[src/rtl/sramc_pkg.sv]
`timescale 1ns/1ps
package sramc_pkg;

    typedef enum logic [2:0] {
        ST_IDLE,
        ST_READ,
        ST_TURN,
        ST_WRITE,
        ST_WREC
    } sramc_state_e;

    typedef struct packed {
        sramc_state_e state;
        logic         ce_n;
        logic         oe_n;
        logic         we_n;
        logic         drv;
    } sramc_ctrl_t;

    // Ceiling of ns / period, never below one cycle.
    function automatic int ns_to_cycles(input int ns, input int period);
        int c;
        c = (ns + period - 1) / period;
        if (c < 1) c = 1;
        return c;
    endfunction

    function automatic int imax(input int a, input int b);
        return (a > b) ? a : b;
    endfunction

endpackage

[src/rtl/sramc_cycle_timer.sv]
`timescale 1ns/1ps
module sramc_cycle_timer #(
    parameter int CNT_W = 5
) (
    input  logic             clk,
    input  logic             rst_n,
    input  logic             load,
    input  logic [CNT_W-1:0] load_val,
    output logic             done
);

    logic [CNT_W-1:0] cnt_d, cnt_q;

    always_comb begin
        cnt_d = cnt_q;
        if (load) begin
            cnt_d = load_val;
        end else if (cnt_q != '0) begin
            cnt_d = cnt_q - 1'b1;
        end
    end

    always_ff @(posedge clk or negedge rst_n) begin
        if (!rst_n) cnt_q <= '0;
        else        cnt_q <= cnt_d;
    end

    assign done = (cnt_q == '0);

endmodule

[src/rtl/sramc_req_hold.sv]
`timescale 1ns/1ps
module sramc_req_hold #(
    parameter int ADDR_W = 19,
    parameter int DATA_W = 8
) (
    input  logic              clk,
    input  logic              rst_n,
    input  logic              load,
    input  logic [ADDR_W-1:0] addr_in,
    input  logic [DATA_W-1:0] data_in,
    output logic [ADDR_W-1:0] addr_out,
    output logic [DATA_W-1:0] data_out
);

    logic [ADDR_W-1:0] addr_d, addr_q;
    logic [DATA_W-1:0] data_d, data_q;

    always_comb begin
        addr_d = addr_q;
        data_d = data_q;
        if (load) begin
            addr_d = addr_in;
            data_d = data_in;
        end
    end

    always_ff @(posedge clk or negedge rst_n) begin
        if (!rst_n) begin
            addr_q <= '0;
            data_q <= '0;
        end else begin
            addr_q <= addr_d;
            data_q <= data_d;
        end
    end

    assign addr_out = addr_q;
    assign data_out = data_q;

endmodule

[src/rtl/sramc_rd_capture.sv]
`timescale 1ns/1ps
module sramc_rd_capture #(
    parameter int DATA_W = 8
) (
    input  logic              clk,
    input  logic              rst_n,
    input  logic              cap,
    input  logic [DATA_W-1:0] din,
    output logic [DATA_W-1:0] rd_data,
    output logic              rd_valid
);

    logic [DATA_W-1:0] data_d, data_q;
    logic              vld_d, vld_q;

    always_comb begin
        data_d = cap ? din : data_q;
        vld_d  = cap;
    end

    always_ff @(posedge clk or negedge rst_n) begin
        if (!rst_n) begin
            data_q <= '0;
            vld_q  <= 1'b0;
        end else begin
            data_q <= data_d;
            vld_q  <= vld_d;
        end
    end

    assign rd_data  = data_q;
    assign rd_valid = vld_q;

endmodule

[src/rtl/sram_async_ctrl.sv]
`timescale 1ns/1ps
module sram_async_ctrl #(
    parameter int ADDR_W        = 19,
    parameter int DATA_W        = 8,
    parameter int CLK_PERIOD_NS = 10,
    parameter int T_RC_NS       = 120,  // read cycle / access time
    parameter int T_WC_NS       = 120,  // write cycle time
    parameter int T_WP_NS       = 80,   // write strobe width
    parameter int T_CW_NS       = 100,  // select and address to write end
    parameter int T_DW_NS       = 50,   // data setup to write end
    parameter int T_HZ_NS       = 35    // memory bus release time
) (
    input  logic              clk,
    input  logic              rst_n,
    input  logic              req,
    input  logic              req_we,
    input  logic [ADDR_W-1:0] req_addr,
    input  logic [DATA_W-1:0] req_wdata,
    output logic              ready,
    output logic [DATA_W-1:0] rd_data,
    output logic              rd_valid,
    output logic              mem_ce_n,
    output logic              mem_oe_n,
    output logic              mem_we_n,
    output logic [ADDR_W-1:0] mem_addr,
    output logic [DATA_W-1:0] mem_dout,
    output logic              mem_dout_en,
    input  logic [DATA_W-1:0] mem_din
);

    import sramc_pkg::*;

    localparam int RD_CYC   = ns_to_cycles(T_RC_NS, CLK_PERIOD_NS);
    localparam int WP_CYC   = ns_to_cycles(imax(imax(T_WP_NS, T_CW_NS), T_DW_NS), CLK_PERIOD_NS);
    localparam int WC_CYC   = ns_to_cycles(T_WC_NS, CLK_PERIOD_NS);
    localparam int WREC_CYC = imax(1, WC_CYC - WP_CYC);
    localparam int TURN_CYC = ns_to_cycles(T_HZ_NS, CLK_PERIOD_NS);
    localparam int MAX_CYC  = imax(imax(RD_CYC, WP_CYC), imax(WREC_CYC, TURN_CYC));
    localparam int CNT_W    = $clog2(MAX_CYC + 1);

    localparam sramc_ctrl_t IDLE_CTRL = '{state: ST_IDLE, ce_n: 1'b1, oe_n: 1'b1,
                                          we_n: 1'b1, drv: 1'b0};

    sramc_ctrl_t      ctrl_d, ctrl_q;
    logic             t_load;
    logic [CNT_W-1:0] t_val;
    logic             t_done;
    logic             accept;
    logic             cap;

    always_comb begin
        ctrl_d = ctrl_q;
        t_load = 1'b0;
        t_val  = '0;
        accept = 1'b0;
        cap    = 1'b0;
        case (ctrl_q.state)
            ST_IDLE: begin
                if (req) begin
                    accept = 1'b1;
                    t_load = 1'b1;
                    if (req_we) begin
                        ctrl_d = '{state: ST_WRITE, ce_n: 1'b0, oe_n: 1'b1,
                                   we_n: 1'b0, drv: 1'b1};
                        t_val  = CNT_W'(WP_CYC - 1);
                    end else begin
                        ctrl_d = '{state: ST_READ, ce_n: 1'b0, oe_n: 1'b0,
                                   we_n: 1'b1, drv: 1'b0};
                        t_val  = CNT_W'(RD_CYC - 1);
                    end
                end
            end
            ST_READ: begin
                if (t_done) begin
                    cap    = 1'b1;
                    t_load = 1'b1;
                    t_val  = CNT_W'(TURN_CYC - 1);
                    ctrl_d = '{state: ST_TURN, ce_n: 1'b1, oe_n: 1'b1,
                               we_n: 1'b1, drv: 1'b0};
                end
            end
            ST_TURN: begin
                if (t_done) ctrl_d = IDLE_CTRL;
            end
            ST_WRITE: begin
                if (t_done) begin
                    t_load = 1'b1;
                    t_val  = CNT_W'(WREC_CYC - 1);
                    ctrl_d = '{state: ST_WREC, ce_n: 1'b0, oe_n: 1'b1,
                               we_n: 1'b1, drv: 1'b1};
                end
            end
            ST_WREC: begin
                if (t_done) ctrl_d = IDLE_CTRL;
            end
            default: ctrl_d = IDLE_CTRL;
        endcase
    end

    always_ff @(posedge clk or negedge rst_n) begin
        if (!rst_n) ctrl_q <= IDLE_CTRL;
        else        ctrl_q <= ctrl_d;
    end

    sramc_cycle_timer #(.CNT_W(CNT_W)) u_timer (
        .clk      (clk),
        .rst_n    (rst_n),
        .load     (t_load),
        .load_val (t_val),
        .done     (t_done)
    );

    sramc_req_hold #(.ADDR_W(ADDR_W), .DATA_W(DATA_W)) u_hold (
        .clk      (clk),
        .rst_n    (rst_n),
        .load     (accept),
        .addr_in  (req_addr),
        .data_in  (req_wdata),
        .addr_out (mem_addr),
        .data_out (mem_dout)
    );

    sramc_rd_capture #(.DATA_W(DATA_W)) u_cap (
        .clk      (clk),
        .rst_n    (rst_n),
        .cap      (cap),
        .din      (mem_din),
        .rd_data  (rd_data),
        .rd_valid (rd_valid)
    );

    assign ready       = (ctrl_q.state == ST_IDLE);
    assign mem_ce_n    = ctrl_q.ce_n;
    assign mem_oe_n    = ctrl_q.oe_n;
    assign mem_we_n    = ctrl_q.we_n;
    assign mem_dout_en = ctrl_q.drv;

endmodule

[config.mk]
export PLATFORM = sky130hd
export DESIGN_NAME = sram_async_ctrl
export DESIGN_NICKNAME = d
export VERILOG_FILES = /design/src/rtl/sramc_pkg.sv /design/src/rtl/sramc_cycle_timer.sv /design/src/rtl/sramc_req_hold.sv /design/src/rtl/sramc_rd_capture.sv /design/src/rtl/sram_async_ctrl.sv
export SDC_FILE = /design/constraint.sdc
export NUM_CORES = 1
export LEC_CHECK = 0
export ABC_CLOCK_PERIOD_IN_PS = 2920
export BUFFER_PORTS_ARGS = -buffer_cell sky130_fd_sc_hd__buf_2
export CAP_MARGIN = 20
export CELL_PAD_IN_SITES_DETAIL_PLACEMENT = 1
export CELL_PAD_IN_SITES_GLOBAL_PLACEMENT = 1
export CORE_MARGIN = 2
export CORE_UTILIZATION = 30
export DETAILED_ROUTE_END_ITERATION = 10
export PLACE_DENSITY = 0.64
export SYNTH_ARGS = -nofsm -noshare
export SYNTH_HDL_FRONTEND = slang
export SYNTH_HIERARCHICAL = 1
export SYNTH_SLANG_ARGS = --single-unit
export TNS_END_PERCENT = 100
[constraint.sdc]
create_clock -name clk -period 2.92 [get_ports clk]
set_input_delay 0.584 -clock clk [delete_from_list [all_inputs] [get_ports clk]]
set_output_delay 0.584 -clock clk [all_outputs]
set_load 0.01 [all_outputs]
==> results list, run 1 <==
* Outcome: finished clean
* Fraction of the mapped netlist area in compound gates: ~6.4%
* Layout overhead on the synthesized area: 29.0%
- Number of global-route vias before repair: 1390
- The repair_antennas step left the layout with diodes totalling 0.
- The clock passes through at most 2 buffers.
- Count of unresolved DRC violations after routing: 0
- Number of optimization iterations in the first detailed-route pass: 2
* Total global routing track utilization: a little under an eighth
- Worst Setup Start Kind: register
- Mux contribution to synthesized area: 25.0%
* Prevailing post-synth register cell: sky130_fd_sc_hd__dfrtp_1
- After synthesis, flip-flops and latches occupy 55.6% of the total area.
- Simple-Gate Fraction of Synth Area: ~6.3%
- Of the total synthesized cell area, the portion taken by full adders, half adders and majority gates is between 1 and 1.5%.
* DR vias/cell: 4.39
- Post-placement worst setup slack: roughly 0.67 ns
- Count of synthesis-stage warnings from yosys: 6
- Static timing analysis puts the maximum clock frequency at between 400 and 500 MHz.
- For this run the aggregate overflow at the end of global routing stands at 0.
- In the finished design, the share of the clock period the worst path needs comes to 77.2%.
* Clock group share of total power: 17.6%
- Wire length of the first global-routing pass: ~7000 µm
* Initial Util: a little under a third
- Clock-pin slew was measured on the worst setup and hold paths at approximately 0.090 ns.
- Internal power contribution: between 2 and 2.5 mW
- HPWL after DPL: 3390 µm
- By startpoint and endpoint, the worst setup path is classified as reg -> reg.
- Cell area after placement: 2600 µm²
* Worst-Skew Late Latency: around 0.29 ns
- Of the cells placed in the final design, the portion with a size suffix greater than 1 is 61.2%.
* Leak pwr: about 1.3 nW
* Vias after detailed routing: about 1400
- Each instance of the synthesized netlist takes up on average around 15 µm².
- DRC marker count from the first detailed-route iteration: 28
* Slew of the pin with the lowest slew margin: approximately 0.58 ns
- Share of total power in sequential cells: a little under two fifths
- Vertical die dimension: a little under 90 µm
* Root buffer selected by CTS: sky130_fd_sc_hd__clkbuf_8
* Crit Reg-Reg Endpoint: u_timer/cnt_q[3]$_DFFE_PN0P_
- For flop-to-flop paths, the worst setup slack is 0.66 ns.
- CTS tree: yes
- Peak supply drop: between 0.3 and 0.4 mV
- Required arrival time at the worst endpoint: roughly 3.1 ns
- Deepest level of the CTS H-tree: 2
- Clock tree synthesis found a total of between 40 and 50 sinks.
* Worst reg2reg startpoint: u_timer/cnt_q[0]$_DFFE_PN0P_
- Unrepaired setup endpoints after global routing: no
- 80 I/O pins were placed.
- Once layout is done, the placed cells without fillers occupy 2740 µm².
- The final layout contains routed wiring with a total length of between 4000 and 5000 µm.
* Kind of end point of the critical path: register
- Per report_power, the combinational group accounts for about 45% of the total.
* Cell count after synthesis: 141
- In this run, synthesis produced a sequential element count of 47.
- Total CTS buffers: 5
- Number of fill cells in the layout: approximately 750
- Setup TNS: 0 ns
- Data arrival at the endpoint of the critical path: approximately 2.4 ns
* Switch Pwr: just over 1 mW
- The slowest stage of the critical path is the sky130_fd_sc_hd__a21oi_1 cell.
* Dominant combinational cell family by area after synthesis: multiplexers
- Critical path's largest stage delay: ~0.5 ns
- Input and output buffers added on the ports amount to 79.
- Post-route minimum period: 2.26 ns
- DR WL/cell: about 14 µm
- Worst min-delay path class: in -> async
- Net switching is 32.7% of the power.
* Number of distinct library cell variants in the gate-level netlist after synthesis: 36
- Entering global routing, the biggest net connects 34 pins.
- Register-to-Register Path Depth: 8
- Floorplan die area: 7760 µm²
* Antenna violations before repair: 0
- The detail route stage leaves a number of antenna-violating nets equal to 0.
- Final number of setup-violating endpoints: 0
- Setup skew after layout: 0.00642 ns
- The signal on the critical path passes through inv_1 -> ha_1 -> nor3b_4 -> buf_4 -> nand2_1 -> a21oi_1 -> nor3_1 -> a221o_1.
* Net count after synthesis: around 180
* Postcts setup bufs: 0
- In this run the power density over the cells is approximately 1200 nW/µm².
- In this run the core area contains 30 standard-cell rows.
* Number of failing hold endpoints at the final stage: 0
- Across the run, the number of max-cap violations was 0.
* Die width: a little under 90 µm
- Slew HR: 61.5%
- The number of gates resized after CTS was 0.
- Worst Path Max Fanout: 9
* Nets: around 260
- CTS hold repair buffers: 0
* Final count of pins violating max slew: 0
* Placeable core region: 6830 µm²
- Share of the synthesized netlist area taken by xor and xnor gates: less than 1%
- Final hold slack: between 0.15 and 0.2 ns
* Cell area after technology mapping: ~2100 µm²
- The congestion estimate from routability-driven global placement came to between 0.7 and 0.8.
- After layout, the worst setup slack is around 0.66 ns.
- Counting flops with a built-in enable in the synthesized netlist gives 0.
- Async S/R FF share, synth: 100%
-- layer usage --
metal	part of all wire, %	track usage [%]	up-vias
met5	0	0	-
met4	0.94	2.48	0
met3	8.1	4.15	5
met2	44	18.7	57
met1	47	15.6	688
li1	-	-	654
-- power by group through the flow --
stage | clock [mW] | combinational [mW] | sequential, mW
6_report | 0.552 | 1.40 | 1.19
5_1_grt | 0.608 | 1.53 | 1.25
4_1_cts | 0.572 | 1.43 | 1.20
3_5_place_dp | 0 | 1.42 | 1.21
3_3_place_gp | 0 | 1.40 | 1.19
2_1_floorplan | 0 | 0.896 | 1.29
-- state kept, by name, summed over array words and instances, names as in the netlist --
register,flops
u_hold/addr_out,19
u_cap/rd_data,8
u_hold/data_out,8
u_timer/cnt_q,4
ctrl_q,3
mem_ce_n,1
mem_dout_en,1
mem_oe_n,1
mem_we_n,1
u_cap/rd_valid,1
-- stage by stage --
step | std cells | util [%] | total power [mW]
3_5_place_dp | 312 | 38.1 | 2.63
4_1_cts | 320 | 40.0 | 3.20
2_1_floorplan | 141 | - | 2.18
6_report | 320 | 40.0 | 3.15
3_3_place_gp | 312 | 38.1 | 2.59
5_1_grt | 320 | 40.0 | 3.39
-- critical path: cells and delay by family, from the launching register on --
family | cells | cell delay [ns]
AO/OA/AOI/OAI | 2 | 0.83
AND/OR/NAND/NOR | 3 | 0.42
adder cells (fa/ha/maj) | 1 | 0.21
buffers and inverters | 2 | 0.29
flip-flops | 1 | 0.38
-- kinds of logic (layout without fill, tap and decap cells) --
logic type / Yosys count / count (layout)
compound gates: 18 / 18
xor+xnor: 1 / 1
fa+ha+maj: 2 / 2
buf+inv: 15 / 98
flops: 47 / 47
mux: 38 / 38
other cells: 1 / 1
simple gates: 19 / 19
-- layout by cell type (no fill, tap or decap), types with 3 or more instances in the layout --
cell	n
sky130_fd_sc_hd__dfstp_2	3
sky130_fd_sc_hd__nor3_1	3
sky130_fd_sc_hd__buf_4	3
sky130_fd_sc_hd__inv_1	7
sky130_fd_sc_hd__nand2_1	4
sky130_fd_sc_hd__mux2_2	8
sky130_fd_sc_hd__dfrtp_1	44
sky130_fd_sc_hd__buf_2	79
sky130_fd_sc_hd__clkbuf_8	5
sky130_fd_sc_hd__mux2_4	28
sky130_fd_sc_hd__a21oi_1	6
-- synthesized netlist by cell type, drive strengths merged (2+ instances only) --
| library cell | count | area share [%] |
|---|---|---|
| nor3 | 4 | 0.94 |
| buf | 7 | 3.7 |
| nand2 | 4 | 0.71 |
| dfstp | 3 | 3.7 |
| and2 | 2 | 0.71 |
| nand3b | 2 | 0.71 |
| mux2 | 36 | 24 |
| o21ai | 4 | 1.1 |
| inv | 7 | 1.2 |
| a2bb2oi | 2 | 0.83 |
| a21oi | 6 | 1.4 |
| nor3b | 2 | 1.2 |
| mux2i | 2 | 0.94 |
| dfrtp | 44 | 52 |
-- how the worst max path moves through the flow --
stage / start / end / slack (ns) / cells past startpoint
finish: u_timer/cnt_q[0]$_DFFE_PN0P_ / u_timer/cnt_q[3]$_DFFE_PN0P_ / 0.66 / 8
detailed placement: u_timer/cnt_q[0]$_DFFE_PN0P_ / u_timer/cnt_q[3]$_DFFE_PN0P_ / 0.67 / 8
floorplan: u_timer/cnt_q[0]$_DFFE_PN0P_ / u_timer/cnt_q[3]$_DFFE_PN0P_ / 0.88 / 8
global placement: u_timer/cnt_q[0]$_DFFE_PN0P_ / u_timer/cnt_q[3]$_DFFE_PN0P_ / 0.74 / 8
global route: u_timer/cnt_q[0]$_DFFE_PN0P_ / u_timer/cnt_q[3]$_DFFE_PN0P_ / 0.43 / 8
CTS: u_timer/cnt_q[0]$_DFFE_PN0P_ / u_timer/cnt_q[3]$_DFFE_PN0P_ / 0.65 / 8
-- cell type report --
cell class | instances | area, µm² | share of cell area (%)
multi-input combinational | 79 | 838 | 30.6
timing repair buffer | 83 | 438 | 16.0
clock inverter | 2 | 60.1 | 2.20
clock buffer | 6 | 72.6 | 2.65
tap | 96 | 120 | 4.39
inverter | 7 | 26.3 | 0.961
sequential | 47 | 1180 | 43.1
No activity file was read; power rests on OpenSTA's default activity.
==> run 2: changes to the inputs <==
--- a/config.mk
+++ b/config.mk
@@ -5,7 +5,7 @@
 export SDC_FILE = /design/constraint.sdc
 export NUM_CORES = 1
 export LEC_CHECK = 0
-export ABC_CLOCK_PERIOD_IN_PS = 2920
+export ABC_CLOCK_PERIOD_IN_PS = 2200
 export BUFFER_PORTS_ARGS = -buffer_cell sky130_fd_sc_hd__buf_2
 export CAP_MARGIN = 20
 export CELL_PAD_IN_SITES_DETAIL_PLACEMENT = 1
==> constraint.sdc (replaced) <==
create_clock -name clk -period 2.2 [get_ports clk]
set_input_delay 0.44 -clock clk [delete_from_list [all_inputs] [get_ports clk]]
set_output_delay 0.44 -clock clk [all_outputs]
set_load 0.01 [all_outputs]
==> results list, run 2 (same netlist as run 1, synthesis figures left out) <==
- Outcome: finished clean (unchanged).
- The number of port buffers came to 79 (unchanged).
- Die width: 88.1 µm (unchanged)
* Required arrival time at the worst endpoint: 2.39 ns (was 3.10 ns)
- The worst hold path class was in -> async (unchanged).
- The placed cell area was 2640 µm² (was 2600 µm²).
- The number of post-CTS setup repair buffers was 0 (unchanged).
- The highest net fanout along the worst path was 8 (was 9).
- Final weighted congestion of routability-driven global placement: 0.708 (was 0.718)
- Number of nets with antenna violations after routing: 0 (unchanged)
- The leftover overflow at the end of global routing is 0 (unchanged).
* Pin count of the biggest net entering global routing: 30 (was 34)
* Antenna fix cells: 0 (unchanged)
- The number of flip-flops in the largest register was 19 (unchanged).
- The CTS tree was yes (unchanged).
- Slew of the pin with the lowest slew margin: 0.550 ns (was 0.577 ns)
- Vias after detailed routing: 1403 (was 1404)
* Register-to-Register Path Depth: 8 (unchanged)
- The leakage power total came to 1.33 nW (was 1.32 nW).
- The initial antenna violation count came to 0 (unchanged).
- Placeable core region: 6830 µm² (unchanged)
* Count of pins on the block boundary: 80 (unchanged)
* Maximum buffer depth of the clock tree: 2 (unchanged)
- The average wire length per cell after detail routing was 14.2 µm (was 14.0 µm).
- Vertical die dimension: 88.1 µm (unchanged)
* Period utilization: 84.6% (was 77.2%)
* HPWL after DPL: 3430 µm (was 3390 µm)
- The number of failing setup endpoints in the final timing report was 0 (unchanged).
* Floorplan die area: 7760 µm² (unchanged)
* Kind of end point of the critical path: register (unchanged)
- The share of post-route cells with drive strength above 1 was 62.1% (was 61.2%).
- The count of TritonRoute iterations in the first routing pass is 3 (was 2).
* Data arrival at the endpoint of the critical path: 2.05 ns (was 2.44 ns)
- Routed wire length: 4580 µm (was 4480 µm)
* Total CTS buffers: 5 (unchanged)
- The number of maximum-capacitance violations came to 0 (unchanged).
* Worst reg-to-reg setup slack: 0.34 ns (was 0.66 ns)
- Area of all placed cells without fillers: 2750 µm² (was 2740 µm²)
- The number of levels the H-tree was split into came to 2 (unchanged).
- Critical Path Sink: u_timer/cnt_q[3]$_DFFE_PN0P_ (unchanged)
- The launch point of the critical path is u_timer/cnt_q[0]$_DFFE_PN0P_ (unchanged).
* Post-route minimum period: 1.86 ns (was 2.26 ns)
* Root buffer selected by CTS: sky130_fd_sc_hd__clkbuf_8 (unchanged)
- Crit Reg-Reg Endpoint: u_timer/cnt_q[3]$_DFFE_PN0P_ (unchanged)
- Layout overhead on the synthesized area: 29.9% (was 29.0%)
* Setup TNS: 0 ns (unchanged)
* Nets: 266 (was 263)
* Unrepaired setup endpoints after global routing: no (unchanged)
- Count of unresolved DRC violations after routing: 0 (unchanged)
- The kind of start point of the critical path is a register (unchanged).
* Most common cell after layout, fill and taps aside: sky130_fd_sc_hd__buf_2 (unchanged)
* Final count of pins violating max slew: 0 (unchanged)
* Worst reg2reg startpoint: u_timer/cnt_q[0]$_DFFE_PN0P_ (unchanged)
* Rows: 30 (unchanged)
- The first-pass GRT wire length came to 6930 µm (was 7020 µm).
* Initial Util: 31.0% (unchanged)
- The worst hold slack came to 0.122 ns (was 0.174 ns).
- Total global routing track utilization: 11.7% (was 11.8%)
- The post-cts resize count came to 0 (unchanged).
- The via density per instance came to 4.34 (was 4.39).
- The number of fill cells in the layout is 771 (was 754).
- Power Total: 4.14 mW (was 3.15 mW)
* CTS hold repair buffers: 0 (unchanged)
* Pwr dens: 1500 nW/µm² (was 1150 nW/µm²)
- The number of global-route vias before repair was 1465 (was 1390).
* Sink Count: 47 (unchanged)
- The kind of critical path was reg -> reg (unchanged).
- Worst-Skew Late Latency: 0.30 ns (was 0.29 ns)
* Final core utilization: 40.3% (was 40.0%)
* Highest-count cells in the layout ignoring fill and taps: 79 x sky130_fd_sc_hd__buf_2, 44 x sky130_fd_sc_hd__dfrtp_1, 28 x sky130_fd_sc_hd__mux2_4 (unchanged)
* Area used by multi-input combinational logic: 838 µm² (unchanged)
* Peak supply drop: 0.478 mV (was 0.384 mV)
- The clock skew after layout came to 0.00823 ns (was 0.00642 ns).
- The number of violations reported at the end of detailed-routing iteration 0 came to 17 (was 28).
- The clock slew seen by the registers of the worst setup and hold paths is 0.09 ns (about the same).
* FF+latch area: 1180 µm² (unchanged)
- The max-slew headroom at the worst pin came to 63.3% (was 61.5%).
- Number of failing hold endpoints at the final stage: 0 (unchanged)
* Achievable Freq: 537 MHz (was 443 MHz)
[run 2: cell types whose count changed in the layout (fill, tap and decap cells not counted), sizes merged]
cell / previous run / this run
inv: 7 / 8
bufinv: 2 / 1
clkbuf: 6 / 5
buf: 83 / 86
clkinv: 0 / 1
[run 2: worst min path at each step]
stage | from | to | cells after the start
2_1_floorplan | rst_n | ctrl_q[4]$_DFFE_PN0P_ | 0
3_3_place_gp | rst_n | u_hold/addr_out[17]$_DFFE_PN0P_ | 1
3_5_place_dp | rst_n | u_hold/addr_out[17]$_DFFE_PN0P_ | 1
4_1_cts | rst_n | u_hold/addr_out[11]$_DFFE_PN0P_ | 1
5_1_grt | rst_n | u_hold/addr_out[11]$_DFFE_PN0P_ | 1
6_report | rst_n | u_hold/addr_out[11]$_DFFE_PN0P_ | 1
[run 2: routing by layer]
layer | global-route usage, % | vias up | routed length (µm)
met5 | 0 | - | 0
met4 | 3.31 | 0 | 48
met3 | 4.15 | 5 | 406
met2 | 19.7 | 58 | 2150
met1 | 14.2 | 684 | 1980
li1 | - | 656 | -
[run 2: final cells by class]
cell class / count / share of cell area [%]
clock buffers: 5 / 2.50
repair buffers: 86 / 17.2
well taps: 96 / 4.36
multi-input cells: 79 / 30.4
flip-flops and latches: 47 / 42.8
clock inverters: 3 / 1.73
inverters: 7 / 0.954
[run 2: worst max-delay path, stage by stage, from the launching register on]
cell	delay, ns
sky130_fd_sc_hd__dfrtp_1	0.39
sky130_fd_sc_hd__inv_1	0.09
sky130_fd_sc_hd__ha_1	0.22
sky130_fd_sc_hd__nor3b_4	0.22
sky130_fd_sc_hd__nand2_1	0.14
sky130_fd_sc_hd__a21oi_1	0.16
sky130_fd_sc_hd__buf_4	0.16
sky130_fd_sc_hd__nor3_1	0.06
sky130_fd_sc_hd__a221o_1	0.31
[run 2: through the flow]
| step | setup WS, ns | instances |
|---|---|---|
| 6_report | 0.338 | 323 |
| 4_1_cts | 0.310 | 323 |
| 5_1_grt | 0.160 | 323 |
| 3_3_place_gp | 0.400 | 315 |
| 3_5_place_dp | 0.318 | 315 |
| 2_1_floorplan | 0.163 | 141 |
[run 2: report_power, final]
part           internal, mW  leakage [nW]  total, mW  switching (mW)
Sequential             1.30         0.563       1.56           0.251
Clock                 0.345        0.0587      0.646           0.302
Combinational          1.09         0.711       1.94           0.849
==> run 3: changes to the inputs <==
--- a/config.mk
+++ b/config.mk
@@ -5,7 +5,7 @@
 export SDC_FILE = /design/constraint.sdc
 export NUM_CORES = 1
 export LEC_CHECK = 0
-export ABC_CLOCK_PERIOD_IN_PS = 2200
+export ABC_CLOCK_PERIOD_IN_PS = 1700
 export BUFFER_PORTS_ARGS = -buffer_cell sky130_fd_sc_hd__buf_2
 export CAP_MARGIN = 20
 export CELL_PAD_IN_SITES_DETAIL_PLACEMENT = 1
@@ -13,7 +13,7 @@
 export CORE_MARGIN = 2
 export CORE_UTILIZATION = 30
 export DETAILED_ROUTE_END_ITERATION = 10
-export PLACE_DENSITY = 0.64
+export PLACE_DENSITY = 0.67
 export SYNTH_ARGS = -nofsm -noshare
 export SYNTH_HDL_FRONTEND = slang
 export SYNTH_HIERARCHICAL = 1
==> constraint.sdc (replaced) <==
create_clock -name clk -period 1.7 [get_ports clk]
set_input_delay 0.34 -clock clk [delete_from_list [all_inputs] [get_ports clk]]
set_output_delay 0.34 -clock clk [all_outputs]
set_load 0.01 [all_outputs]
==> results list, run 3 (same netlist as run 1, synthesis figures left out) <==
* Pin count of the biggest net entering global routing: 23 (was 30)
- Outcome: finished clean (unchanged).
- Highest-count cells in the layout ignoring fill and taps: 79 x sky130_fd_sc_hd__buf_2, 44 x sky130_fd_sc_hd__dfrtp_1, 29 x sky130_fd_sc_hd__mux2_4 (was 79 x sky130_fd_sc_hd__buf_2, 44 x sky130_fd_sc_hd__dfrtp_1, 28 x sky130_fd_sc_hd__mux2_4).
* Pwr dens: 1920 nW/µm² (was 1500 nW/µm²)
* Vertical die dimension: 88.1 µm (unchanged)
* Period utilization: 99.3% (was 84.6%)
* Placeable core region: 6830 µm² (unchanged)
- The first-pass GRT wire length came to 7660 µm (was 6930 µm).
- Total CTS buffers: 5 (unchanged)
- The endpoint required time on the critical path was 1.88 ns (was 2.39 ns).
* Number of standard cells in the layout, taps in and fillers out: 340 (was 323)
- Count of buffers from port buffering: 79 (unchanged)
* Total global routing track utilization: 12.9% (was 11.7%)
- The count of antenna diodes in the layout is 0 (unchanged).
- The count of TritonRoute iterations in the first routing pass is 4 (was 3).
* Clock transition at the register clock pins on the worst setup and hold paths after CTS: 0.09 ns (about the same)
* Maximum buffer depth of the clock tree: 2 (unchanged)
* Deepest level of the CTS H-tree: 2 (unchanged)
- Layout overhead on the synthesized area: 36.9% (was 29.9%)
- The share of post-route cells with drive strength above 1 is 67.2% (was 62.1%).
- Worst Setup Start Kind: register (unchanged)
- Area of all placed cells without fillers: 2900 µm² (was 2750 µm²)
* Post-route minimum period: 1.69 ns (was 1.86 ns)
* DR vias/cell: 4.40 (was 4.34)
- Kind of end point of the critical path: register (unchanged)
- The number of failing setup endpoints in the final timing report came to 0 (unchanged).
* Power Total: 5.58 mW (was 4.14 mW)
* Antenna violations before repair: 0 (unchanged)
- Cell area after placement: 2710 µm² (was 2640 µm²)
- The commonest non-fill, non-tap cell in the layout is sky130_fd_sc_hd__buf_2 (unchanged).
- Remaining Overflow, GRT: 0 (unchanged)
- Vias after detailed routing: 1497 (was 1403)
- Die width: 88.1 µm (unchanged)
- The insertion delay of the later-clocked pin in the worst-skew pair came to 0.30 ns (about the same).
- The largest voltage drop on the vdd net came to 0.615 mV (was 0.478 mV).
- Sink Count: 47 (unchanged)
- The average wire length per cell after detail routing is 14.5 µm (was 14.2 µm).
- Critical hold path startpoint: req_we
* Leak pwr: 1.41 nW (was 1.33 nW)
* Final count of pins violating max slew: 0 (unchanged)
- Cell total after placement: 324 (was 315)
- The starting density of the core was 31.0% (unchanged).
- Worst Path Max Fanout: 5 (was 8)
- The worst slack at placement came to -0.0487 ns (was 0.318 ns).
- Achievable Freq: 592 MHz (was 537 MHz)
- Data arrival at the endpoint of the critical path: 1.87 ns (was 2.05 ns)
- Floorplan die area: 7760 µm² (unchanged)
- Unrepaired setup endpoints after global routing: yes (was no).
- Count of unresolved DRC violations after routing: 0 (unchanged)
- The clock tree root driver cell is sky130_fd_sc_hd__clkbuf_8 (unchanged).
- Max FFs per register: 19 (unchanged)
- CP Launch Point: u_timer/cnt_q[1]$_DFFE_PN0P_ (was u_timer/cnt_q[0]$_DFFE_PN0P_)
- Number of failing hold endpoints at the final stage: 0 (unchanged)
* Rows: 30 (unchanged)
- Along the worst hold path, the cell count comes to 2.
- The number of global-route vias before repair came to 1597 (was 1465).
- The clock skew after layout is 0.00743 ns (was 0.00823 ns).
* CTS tree: yes (unchanged)
- The post-DP HPWL is 3710 µm (was 3430 µm).
- Max-capacitance violation count: 0 (unchanged)
* Final Worst Setup Slack: 0.0112 ns (was 0.338 ns)
- The setup slack of the worst register-to-register path is 0.01 ns (was 0.34 ns).
- The layout net count came to 283 (was 266).
- The worst reg2reg path depth came to 7 (was 8).
- The residual antenna-violating net count after detailed routing was 0 (unchanged).
- The number of fill cells in the layout was 776 (was 771).
- Final weighted congestion of routability-driven global placement: 0.697 (was 0.708)
* Category of the critical setup timing path: reg -> reg (unchanged)
- The top-level port count is 80 (unchanged).
* Final core utilization: 42.5% (was 40.3%)
- DRC marker count from the first detailed-route iteration: 40 (was 17)
- Worst reg2reg startpoint: u_timer/cnt_q[1]$_DFFE_PN0P_ (was u_timer/cnt_q[0]$_DFFE_PN0P_)
- Worst min-delay path class: in -> reg (was in -> async)
* Routed wire length: 4950 µm (was 4580 µm)
run 3: area by class of cell:
type | instances | area [µm²] | area share, %
Multi-Input combinational cell | 79 | 877 | 30.2
Tap cell | 96 | 120 | 4.14
Clock buffer | 6 | 82.6 | 2.84
Timing Repair Buffer | 103 | 602 | 20.7
Inverter | 7 | 26.3 | 0.905
Clock inverter | 2 | 16.3 | 0.560
Sequential cell | 47 | 1180 | 40.6
run 3: final timing paths:
path	end
setup / recovery	u_cap/rd_data[7]$_DFFE_PN0P_
hold / removal	mem_we_n$_DFFE_PN1P_
setup reg to reg	u_cap/rd_data[7]$_DFFE_PN0P_
hold reg to reg	mem_ce_n$_DFFE_PN1P_
max in group asynchronous	u_cap/rd_data[3]$_DFFE_PN0P_
min in group asynchronous	u_hold/addr_out[17]$_DFFE_PN0P_
run 3: where the power goes:
part / internal [mW] / switching (mW)
logic: 1.65 / 1.19
registers: 1.69 / 0.336
clock network: 0.332 / 0.387
run 3: what timing repair did:
action	4_1_cts	5_1_grt
pin swaps	2	2
buffers inserted	7	0
hold buffers	1	0
endpoints found under the hold margin	7	0
setup endpoints to repair	10	14
resized for setup	5	3
run 3: critical path, stage by stage, from the launching register on:
cell	delay, ns
sky130_fd_sc_hd__dfrtp_1	0.41
sky130_fd_sc_hd__inv_2	0.08
sky130_fd_sc_hd__ha_4	0.13
sky130_fd_sc_hd__nor3b_4	0.20
sky130_fd_sc_hd__nand2_2	0.12
sky130_fd_sc_hd__nor3_4	0.18
sky130_fd_sc_hd__buf_6	0.16
sky130_fd_sc_hd__mux2_4	0.30
run 3: stage by stage:
stage | setup TNS, ns | hold slack, ns
6_report | 0 | 0.221
2_1_floorplan | -2.39 | 0.0444
3_5_place_dp | -0.354 | 0.246
5_1_grt | -0.956 | 0.208
4_1_cts | -0.101 | 0.199
3_3_place_gp | 0 | 0.238
run 3: routing by layer:
metal | routed length (µm) | track usage (%)
met1 | 2210 | 16.6
met2 | 2370 | 21.1
met3 | 352 | 3.77
met4 | 18 | 3.72
met5 | 0 | 0
